`src/rtl/ilv_mon_pkg.sv`:
```
package ilv_mon_pkg;

    localparam int CHAN_W     = 8;
    localparam int NV_W       = 4;
    localparam int EOP_W      = 4;
    localparam int BUS_WORDS  = 8;
    localparam int WORD_BYTES = 8;
    localparam int NUM_ERR    = 8;

    // error bit positions
    localparam int E_COUNT    = 0;
    localparam int E_CHAN     = 1;
    localparam int E_SOP_ALONE = 2;
    localparam int E_SOB_OPEN = 3;
    localparam int E_NO_BURST = 4;
    localparam int E_SOP_DUP  = 5;
    localparam int E_CONT     = 6;
    localparam int E_EOP_FORM = 7;

    typedef struct packed {
        logic              sop;
        logic              sob;
        logic              eob;
        logic [CHAN_W-1:0] chan;
        logic [NV_W-1:0]   nvalid;
        logic [EOP_W-1:0]  eop;
    } beat_t;

    typedef logic [NUM_ERR-1:0] err_vec_t;

    // bytes held by the last word of a packet; a low field of zero means a full word
    function automatic logic [3:0] tail_bytes(input logic [2:0] low);
        return (low == 3'd0) ? 4'(WORD_BYTES) : {1'b0, low};
    endfunction

endpackage

```
`src/rtl/ilv_cycle_decode.sv`:
```
module ilv_cycle_decode
    import ilv_mon_pkg::*;
#(
    parameter int NUM_CH = 16
) (
    input  beat_t       beat,
    output logic        idle,
    output logic        is_end,
    output logic [7:0]  beat_bytes,
    output err_vec_t    fmt_err
);
    logic [7:0] nv8;
    logic [7:0] full_bytes;
    logic [7:0] last_bytes;

    always_comb begin
        nv8        = {4'b0, beat.nvalid};
        idle       = (beat.nvalid == '0);
        is_end     = !idle && beat.eob && beat.eop[EOP_W-1];
        full_bytes = nv8 << 3;
        last_bytes = ((nv8 - 8'd1) << 3) + {4'b0, tail_bytes(beat.eop[2:0])};
        beat_bytes = is_end ? last_bytes : full_bytes;

        fmt_err             = '0;
        fmt_err[E_COUNT]    = !idle && (nv8 > 8'(BUS_WORDS));
        fmt_err[E_CHAN]     = !idle && (beat.sop || beat.sob) &&
                              ({1'b0, beat.chan} >= 9'(NUM_CH));
        fmt_err[E_SOP_ALONE] = !idle && beat.sop && !beat.sob;
        fmt_err[E_EOP_FORM] = !idle && (beat.eop != '0) &&
                              (!beat.eob || !beat.eop[EOP_W-1]);
    end

endmodule

```
`src/rtl/ilv_burst_tracker.sv`:
```
module ilv_burst_tracker
    import ilv_mon_pkg::*;
#(
    parameter int NUM_CH = 16,
    localparam int IDX_W = (NUM_CH > 1) ? $clog2(NUM_CH) : 1
) (
    input  logic             clk,
    input  logic             rst,
    input  beat_t            beat,
    input  logic             idle,
    output logic             active,
    output logic [IDX_W-1:0] act_ch,
    output logic             err_sob_open,
    output logic             err_no_burst
);
    logic             open_q;
    logic             ok_q;
    logic [IDX_W-1:0] ch_q;
    logic             in_range;

    always_comb begin
        in_range     = ({1'b0, beat.chan} < 9'(NUM_CH));
        active       = 1'b0;
        act_ch       = ch_q;
        err_sob_open = 1'b0;
        err_no_burst = 1'b0;
        if (!idle) begin
            if (beat.sob) begin
                active       = in_range;
                act_ch       = beat.chan[IDX_W-1:0];
                err_sob_open = open_q;
            end else if (open_q) begin
                active = ok_q;
            end else begin
                err_no_burst = 1'b1;
            end
        end
    end

    always_ff @(posedge clk) begin
        if (rst) begin
            open_q <= 1'b0;
            ok_q   <= 1'b0;
            ch_q   <= '0;
        end else if (!idle) begin
            if (beat.sob) begin
                open_q <= !beat.eob;
                ok_q   <= in_range;
                ch_q   <= beat.chan[IDX_W-1:0];
            end else if (open_q && beat.eob) begin
                open_q <= 1'b0;
            end
        end
    end

endmodule

```
`src/rtl/ilv_chan_table.sv`:
```
module ilv_chan_table
    import ilv_mon_pkg::*;
#(
    parameter int NUM_CH = 16,
    parameter int BYTE_W = 16,
    localparam int IDX_W = (NUM_CH > 1) ? $clog2(NUM_CH) : 1
) (
    input  logic              clk,
    input  logic              rst,
    input  logic              active,
    input  logic [IDX_W-1:0]  act_ch,
    input  logic              sop,
    input  logic              sob,
    input  logic              is_end,
    input  logic [7:0]        beat_bytes,
    output logic              err_dup,
    output logic              err_cont,
    output logic              done,
    output logic [BYTE_W-1:0] done_bytes
);
    logic [NUM_CH-1:0] open_q;
    logic [BYTE_W-1:0] acc_q [NUM_CH];
    logic              cur_open;
    logic [BYTE_W-1:0] total;

    always_comb begin
        cur_open   = open_q[act_ch];
        total      = (sop ? '0 : acc_q[act_ch]) + BYTE_W'(beat_bytes);
        err_dup    = active && sop && cur_open;
        err_cont   = active && sob && !sop && !cur_open;
        done       = active && is_end && (cur_open || sop);
        done_bytes = total;
    end

    for (genvar c = 0; c < NUM_CH; c++) begin : g_ch
        always_ff @(posedge clk) begin
            if (rst) begin
                open_q[c] <= 1'b0;
                acc_q[c]  <= '0;
            end else if (active && (act_ch == IDX_W'(c))) begin
                if (is_end) begin
                    open_q[c] <= 1'b0;
                    acc_q[c]  <= '0;
                end else begin
                    if (sop) open_q[c] <= 1'b1;
                    acc_q[c] <= total;
                end
            end
        end
    end

endmodule

```
`src/rtl/ilv_burst_monitor.sv`:
```
module ilv_burst_monitor
    import ilv_mon_pkg::*;
#(
    parameter int NUM_CH = 16,
    parameter int BYTE_W = 16,
    parameter int CNT_W  = 16,
    localparam int IDX_W = (NUM_CH > 1) ? $clog2(NUM_CH) : 1
) (
    input  logic              clk,
    input  logic              rst,
    input  logic              in_sop,
    input  logic              in_sob,
    input  logic              in_eob,
    input  logic [7:0]        in_chan,
    input  logic [3:0]        in_nvalid,
    input  logic [3:0]        in_eop,
    output logic [7:0]        err_sticky,
    output logic              err_pulse,
    output logic              pkt_done,
    output logic [7:0]        done_chan,
    output logic [BYTE_W-1:0] done_bytes,
    output logic [CNT_W-1:0]  pkt_count,
    output logic [CNT_W-1:0]  idle_count
);
    beat_t             beat;
    logic              idle;
    logic              is_end;
    logic [7:0]        beat_bytes;
    err_vec_t          fmt_err;
    logic              active;
    logic [IDX_W-1:0]  act_ch;
    logic              err_sob_open;
    logic              err_no_burst;
    logic              err_dup;
    logic              err_cont;
    logic              done_now;
    logic [BYTE_W-1:0] bytes_now;
    err_vec_t          err_now;

    always_comb begin
        beat.sop    = in_sop;
        beat.sob    = in_sob;
        beat.eob    = in_eob;
        beat.chan   = in_chan;
        beat.nvalid = in_nvalid;
        beat.eop    = in_eop;
    end

    ilv_cycle_decode #(.NUM_CH(NUM_CH)) u_decode (
        .beat       (beat),
        .idle       (idle),
        .is_end     (is_end),
        .beat_bytes (beat_bytes),
        .fmt_err    (fmt_err)
    );

    ilv_burst_tracker #(.NUM_CH(NUM_CH)) u_burst (
        .clk          (clk),
        .rst          (rst),
        .beat         (beat),
        .idle         (idle),
        .active       (active),
        .act_ch       (act_ch),
        .err_sob_open (err_sob_open),
        .err_no_burst (err_no_burst)
    );

    ilv_chan_table #(.NUM_CH(NUM_CH), .BYTE_W(BYTE_W)) u_table (
        .clk        (clk),
        .rst        (rst),
        .active     (active),
        .act_ch     (act_ch),
        .sop        (in_sop),
        .sob        (in_sob),
        .is_end     (is_end),
        .beat_bytes (beat_bytes),
        .err_dup    (err_dup),
        .err_cont   (err_cont),
        .done       (done_now),
        .done_bytes (bytes_now)
    );

    always_comb begin
        err_now             = fmt_err;
        err_now[E_SOB_OPEN] = err_sob_open;
        err_now[E_NO_BURST] = err_no_burst;
        err_now[E_SOP_DUP]  = err_dup;
        err_now[E_CONT]     = err_cont;
    end

    always_ff @(posedge clk) begin
        if (rst) begin
            err_sticky <= '0;
            err_pulse  <= 1'b0;
            pkt_done   <= 1'b0;
            done_chan  <= '0;
            done_bytes <= '0;
            pkt_count  <= '0;
            idle_count <= '0;
        end else begin
            err_sticky <= err_sticky | err_now;
            err_pulse  <= |err_now;
            pkt_done   <= done_now;
            if (done_now) begin
                done_chan  <= 8'(act_ch);
                done_bytes <= bytes_now;
                pkt_count  <= pkt_count + 1'b1;
            end
            if (idle) idle_count <= idle_count + 1'b1;
        end
    end

endmodule

```
`config.mk`:
```
export PLATFORM = sky130hd
export DESIGN_NAME = ilv_burst_monitor
export DESIGN_NICKNAME = d
export VERILOG_FILES = /design/src/rtl/ilv_mon_pkg.sv /design/src/rtl/ilv_cycle_decode.sv /design/src/rtl/ilv_burst_tracker.sv /design/src/rtl/ilv_chan_table.sv /design/src/rtl/ilv_burst_monitor.sv
export SDC_FILE = /design/constraint.sdc
export NUM_CORES = 1
export LEC_CHECK = 0
export BUFFER_PORTS_ARGS = -buffer_cell sky130_fd_sc_hd__buf_2
export CAP_MARGIN = 25
export CORE_MARGIN = 8
export CORE_UTILIZATION = 45
export DETAILED_ROUTE_END_ITERATION = 10
export PLACE_DENSITY = 0.61
export SYNTH_ARGS = -nofsm -noshare
export SYNTH_HDL_FRONTEND = slang
export SYNTH_SLANG_ARGS = --single-unit
```
`constraint.sdc`:
```
create_clock -name clk -period 15.12 [get_ports clk]
set_input_delay 2.268 -clock clk [delete_from_list [all_inputs] [get_ports clk]]
set_output_delay 2.268 -clock clk [all_outputs]
set_load 0.02 [all_outputs]
```
==> results_dict.tcl, run 1 <==
set metrics [dict create \
    layout-drive-gt1-share 0.127 \
    wl_microns 45800 \
    drtPass1Iterations 6 \
    vias_per_cell 5.78 \
    cp.arrival_ns 8.49 \
    tns_ns 0 \
    nFillCells 3243 \
    die_w_microns 204 \
    synthArstFlopShare 0 \
    path_clk_slew_ns 0.06 \
    coreArea_sq_um 35100 \
    synth.distinct_cells 70 \
    cts_setup_buffers 0 \
    skew_ns 0.0170 \
    port_buffers 82 \
    die_h_microns 204 \
    clock_sinks 340 \
    cts.path.max_buffers 3 \
    regArea_sq_um 9370 \
    start_kind "input port" \
    io_pins 87 \
    wl_per_cell_microns 21.8 \
    grt_pass1_vias 11662 \
    crit_path_end_kind "flop" \
    worstPathMaxFanout 59 \
    setup_viol 0 \
    drt_iter0_markers 1142 \
    hold_violations 0 \
    synth_top_cell_by_area "edfxtp_1" \
    rows 69 \
    max_freq_mhz 121 \
    tritoncts "done" \
    hp-class "flop to flop" \
    cts-hold-fix-buffers 0 \
    vias 12130 \
    gp_congestion 0.813 \
    syn_area_sq_um 15900 \
    seq_area_frac_synth 0.589 \
    slew_violations 0 \
    syn_inst 1579 \
    post_cts_resized 0 \
    synth_ff_type "edfxtp_1" \
    numCtsBuffers 38 \
    path_class "input port to flop" \
    syn_avg_cell_area_sq_um 10.1 \
    nets 1644 \
    diodes 0 \
    area_growth_pct 12.0 \
    rsz0062_at_grt "no" \
    pre_cts_ws_ns 6.37 \
    ant_nets 0 \
    synth_warnings 0 \
    die_area_sq_um 41600 \
    grt_usage 0.217 \
    finalWorstSetupSlack_ns 6.87 \
    antenna_found_initial 0 \
    period_share 0.546 \
    synth_edf_count 256 \
    tightest_slew_ns 1.08 \
    htreeDepth 2 \
    fin_crit_ns 8.25 \
    holdWs_ns 0.444 \
    multi_input_area_sq_um 5980 \
    crit_start "in_nvalid[0]" \
    yosys_register_bits 340 \
    status "finished, final reports clean" \
    root_buffer "clkbuf_16" \
    start_util 0.452 \
    grt_start_max_net_pins 78 \
    grt_pass1_wl_microns 70200 \
    required_ns 15.36 \
    synth_common_cells "nor2_1, nand2_1, edfxtp_1" \
    maxCapViolCount 0 \
    synth_most_common_cell "nor2_1" \
    worstReg2RegStart "u_burst.ch_q[0]" \
    slew_headroom 0.274 \
    synth_top_area_frac 0.484 \
    final_util 0.507 \
    vdd_drop_max_mv 0.0670 \
    synth_area_leaders "edfxtp_1, dfxtp_1, nor2_1" \
    power.total_mw 2.20 \
    hold_start "err_sticky[6]" \
    powerDensity_nw_per_um2 123 \
    drcViolationCount 0 \
    clock_latency_ns 0.53 \
    place_hpwl_microns 28500 \
    cellLeakagePower_nw 6.67 \
    overflow 0 \
]
cell type report:
type,instances,area share
clock buffer,55,0.0613
clock inverter,14,0.00794
inverter,16,0.00337
multi-input combinational,1107,0.336
sequential,340,0.526
tap,461,0.0324
timing repair buffer,105,0.0331
worst paths after layout:
path,endpoint,slack (ns),depth (start not counted)
max,u_table.acc_q[10][14],6.87,23
min,err_sticky[6],0.44,2
max reg2reg,u_table.acc_q[10][14],9.12,19
min reg2reg,err_sticky[6],0.44,2
per-stage QoR:
stage          cells  instance area, sq um
2_1_floorplan   1582                 15900
3_3_place_gp    2028                 16600
3_5_place_dp    2029                 16600
4_1_cts         2098                 17800
5_1_grt         2098                 17800
6_report        2098                 17800
flip-flops by register name, summed over array words and instances (netlist names):
signal	flops
done_bytes	16
done_chan	4
err_pulse	1
err_sticky	8
idle_count	16
pkt_count	16
pkt_done	1
u_burst.ch_q	4
u_burst.ok_q	1
u_burst.open_q	1
u_table.acc_q	256
u_table.open_q	16
report_power, final:
part           leakage, nW  total [mW]  internal (mW)  switching [mW]
Clock                0.610       0.920          0.553           0.367
Sequential            3.32        1.04           1.03         0.00812
Combinational         2.73       0.244         0.0604           0.183
per-layer routing:
metal / vias to the layer above / part of all wire / global-route usage / routed length [microns]
li1: 5606 / - / - / -
met1: 5951 / 0.43 / 0.297 / 19900
met2: 496 / 0.46 / 0.348 / 21100
met3: 77 / 0.082 / 0.0388 / 3760
met4: 0 / 0.025 / 0.0702 / 1130
met5: - / 0 / 0 / 0
kinds of logic after synthesis:
logic type	Yosys count	synth area share
AOI/OAI and AO/OA	212	0.0953
xor gates and xnor gates	43	0.0246
DFF	340	0.589
and+or+nand+nor	796	0.217
adders and majority gates	15	0.0123
buffers and inverters	135	0.0375
other	1	0.000236
muxes	37	0.0237
critical path, stage by stage:
cell and delay [ns]:
buf_2 0.11, inv_1 0.11, ha_1 0.30, nor3b_4 0.29
buf_4 0.32, o211a_4 0.72, buf_4 0.66, nand2_1 0.10
and3_1 0.19, a311oi_1 0.24, a31oi_1 0.07, a211oi_1 0.31
ha_1 0.26, fa_1 0.22, a21oi_1 0.08, nor2_1 0.09
nor2_1 0.06, o21ai_0 0.28, o41ai_1 0.21, nor4_4 0.38
nand2_1 0.17, o31ai_4 0.86, a21oi_1 0.15
placed cells by master (no fill, tap or decap), types with 4 or more instances in the layout:
cell type / instances
o21ai_0: 7
nand2_1: 270
clkbuf_16: 41
xnor2_1: 14
nand2b_1: 7
clkinv_2: 8
a21oi_1: 72
nor2_1: 330
conb_1: 4
nand3_1: 78
dfxtp_1: 84
o211ai_1: 5
buf_4: 23
nor2b_1: 8
mux2i_1: 32
a211oi_1: 34
edfxtp_1: 256
mux2_2: 5
xor2_1: 27
a21oi_2: 10
nand4_1: 15
a31oi_1: 14
or2_2: 17
and3_1: 35
nor3_1: 10
a311oi_1: 29
clkbuf_1: 12
nand4bb_1: 4
buf_2: 81
inv_1: 16
ha_1: 14
nor4_1: 5
o2111ai_1: 4
No activity file was read; power rests on OpenSTA's default activity.
==> run 2: changes to the inputs <==
--- a/config.mk
+++ b/config.mk
@@ -10,7 +10,7 @@
 export CORE_MARGIN = 8
 export CORE_UTILIZATION = 45
 export DETAILED_ROUTE_END_ITERATION = 10
-export PLACE_DENSITY = 0.61
+export PLACE_DENSITY = 0.63
 export SYNTH_ARGS = -nofsm -noshare
 export SYNTH_HDL_FRONTEND = slang
 export SYNTH_SLANG_ARGS = --single-unit
==> constraint.sdc (replaced) <==
create_clock -name clk -period 7.1 [get_ports clk]
set_input_delay 1.065 -clock clk [delete_from_list [all_inputs] [get_ports clk]]
set_output_delay 1.065 -clock clk [all_outputs]
set_load 0.02 [all_outputs]
==> run 2 against run 1 <==
  * Final area is 0.74% higher
  * First-iteration DRC count grew 17%
  * Clock power up 110%
  * Flip-flop and latch count did not move
  * Critical path depth shrank 1
  * Worst setup slack worse by 5.8 ns
  * Via count increased by 1.9%
  * Die area is the same
  * Combinational power grew 120%
==> results_dict.tcl, run 2 (synthesis results as in run 1) <==
set metrics [dict create \
    clock_latency_ns 0.54 \
    slew_violations 0 \
    start_util 0.452 \
    p_sw_frac 0.261 \
    regMostFlops "u_table.acc_q" \
    hold_violations 0 \
    tightest_slew_ns 1.08 \
    numCtsBuffers 38 \
    reg2reg_slack_ns 1.85 \
    hold_start "err_sticky[6]" \
    root_buffer "clkbuf_16" \
    required_ns 7.35 \
    cellLeakagePower_nw 6.73 \
    power.total_mw 4.65 \
    gp_congestion 0.883 \
    coreArea_sq_um 35100 \
    tritoncts "done" \
    path_class "input port to flop" \
    tns_ns 0 \
    grt_pass1_vias 11815 \
    holdWs_ns 0.457 \
    die_w_microns 204 \
    rsz0062_at_grt "no" \
    drt_iter0_markers 1340 \
    cts.path.max_buffers 3 \
    cts_setup_buffers 0 \
    hold_depth 2 \
    antenna_found_initial 0 \
    start_kind "input port" \
    die_area_sq_um 41600 \
    setup_viol 0 \
    overflow 0 \
    seqPwrFrac 0.474 \
    period_share 0.855 \
    combPwrFrac 0.116 \
    drtPass1Iterations 5 \
    rows 69 \
    vias 12365 \
    cp.arrival_ns 6.32 \
    crit_start "in_nvalid[0]" \
    postLayoutCellArea_sq_um 17900 \
    place_hpwl_microns 30100 \
    ant_nets 0 \
    layout-drive-gt1-share 0.134 \
    grt_usage 0.230 \
    nFillCells 3152 \
    grt_start_max_net_pins 75 \
    reg2reg_depth 17 \
    vdd_drop_max_mv 0.138 \
    htreeDepth 2 \
    die_h_microns 204 \
    slowest_delay_ns 0.64 \
    placed_area_sq_um 16700 \
    mostFrequentLayoutCell "nor2_1" \
    path_clk_slew_ns 0.06 \
    layout_common_cells "nor2_1, nand2_1, edfxtp_1" \
    fin_crit_ns 6.07 \
    cts-hold-fix-buffers 0 \
    status "finished, final reports clean" \
    cp_common_cell "buf_4" \
    maxCapViolCount 0 \
    hp-class "flop to flop" \
    grt_pass1_wl_microns 73300 \
    clock_sinks 340 \
    worstReg2RegStart "u_burst.ch_q[0]" \
    critical_path.slowest_cell "o211a_1" \
    max_freq_mhz 165 \
    area_growth_pct 12.8 \
    diodes 0 \
    wl_per_cell_microns 23.1 \
    worstPathMaxFanout 21 \
    post_cts_resized 0 \
    vias_per_cell 5.85 \
    skew_ns 0.0156 \
    largest_reg_flops 256 \
    nets 1661 \
    io_pins 87 \
    crit_path_end_kind "flop" \
    p_switching_mw 1.21 \
    power.internal_mw 3.44 \
    clkPwrFrac 0.410 \
    drcViolationCount 0 \
    wl_microns 48800 \
    path_cells "buf_2 > inv_1 > ha_1 > nor3b_4 > buf_4 > o211a_1 > buf_4 > a311oi_1 > a311oi_1 > a211oi_1 > ha_1 > fa_1 > a21oi_1 > nor2_1 > nor2_1 > o21ai_0 > o41ai_1 > buf_4 > nor4_4 > xnor2_1 > buf_4 > nor2_1" \
    port_buffers 82 \
    slew_headroom 0.279 \
    powerDensity_nw_per_um2 259 \
]
-- run 2: changes by cell type in the layout (fill, tap and decap cells not counted), sizes merged --
| cell | delta |
|---|---|
| bufinv | -2 |
| clkinvlp | +2 |
| buf | +16 |
-- run 2: worst max-delay path: cells and delay by family --
family | cells | cell delay, ns
adders and majority gates | 3 | 0.98
and+or+nand+nor | 5 | 0.64
AOI/OAI and AO/OA | 7 | 1.82
xor gates and xnor gates | 1 | 0.40
buffers and inverters | 6 | 1.38
-- run 2: cell type report --
type | count | area (sq um) | area share
Sequential cell | 340 | 9370 | 0.522
Clock inverter | 14 | 92.6 | 0.00516
Timing Repair Buffer | 122 | 767 | 0.0428
Inverter | 16 | 60.1 | 0.00335
Clock buffer | 54 | 1090 | 0.0610
Tap cell | 461 | 577 | 0.0322
Multi-Input combinational cell | 1107 | 5980 | 0.333
-- run 2: final timing paths --
check / end
worst min register to register: err_sticky[6]
worst max-delay path: u_table.acc_q[6][10]
worst min-delay path: err_sticky[6]
worst max register to register: u_table.acc_q[1][13]
-- run 2: per-layer routing --
layer | routed length (microns) | GRT usage | vias up | part of all wire
li1 | - | - | 5638 | -
met1 | 20100 | 0.300 | 6029 | 0.41
met2 | 22200 | 0.367 | 592 | 0.46
met3 | 4450 | 0.0480 | 106 | 0.091
met4 | 2000 | 0.101 | 0 | 0.041
met5 | 0 | 0 | - | 0
-- run 2: stage by stage --
stage	instances	setup slack, ns	utilization
floorplan	1582	0.287	-
global placement	2042	0.559	0.475
detailed placement	2043	0.496	0.475
finish	2114	1.03	0.510
global route	2114	0.630	0.510
CTS	2111	1.03	0.509
-- run 2: power by group through the flow --
stage / sequential (mW) / combinational [mW] / clock (mW)
2_1_floorplan: 2.24 / 0.332 / 0
3_3_place_gp: 2.25 / 0.521 / 0
3_5_place_dp: 2.25 / 0.526 / 0
4_1_cts: 2.21 / 0.528 / 1.92
5_1_grt: 2.21 / 0.578 / 1.99
6_report: 2.21 / 0.540 / 1.90
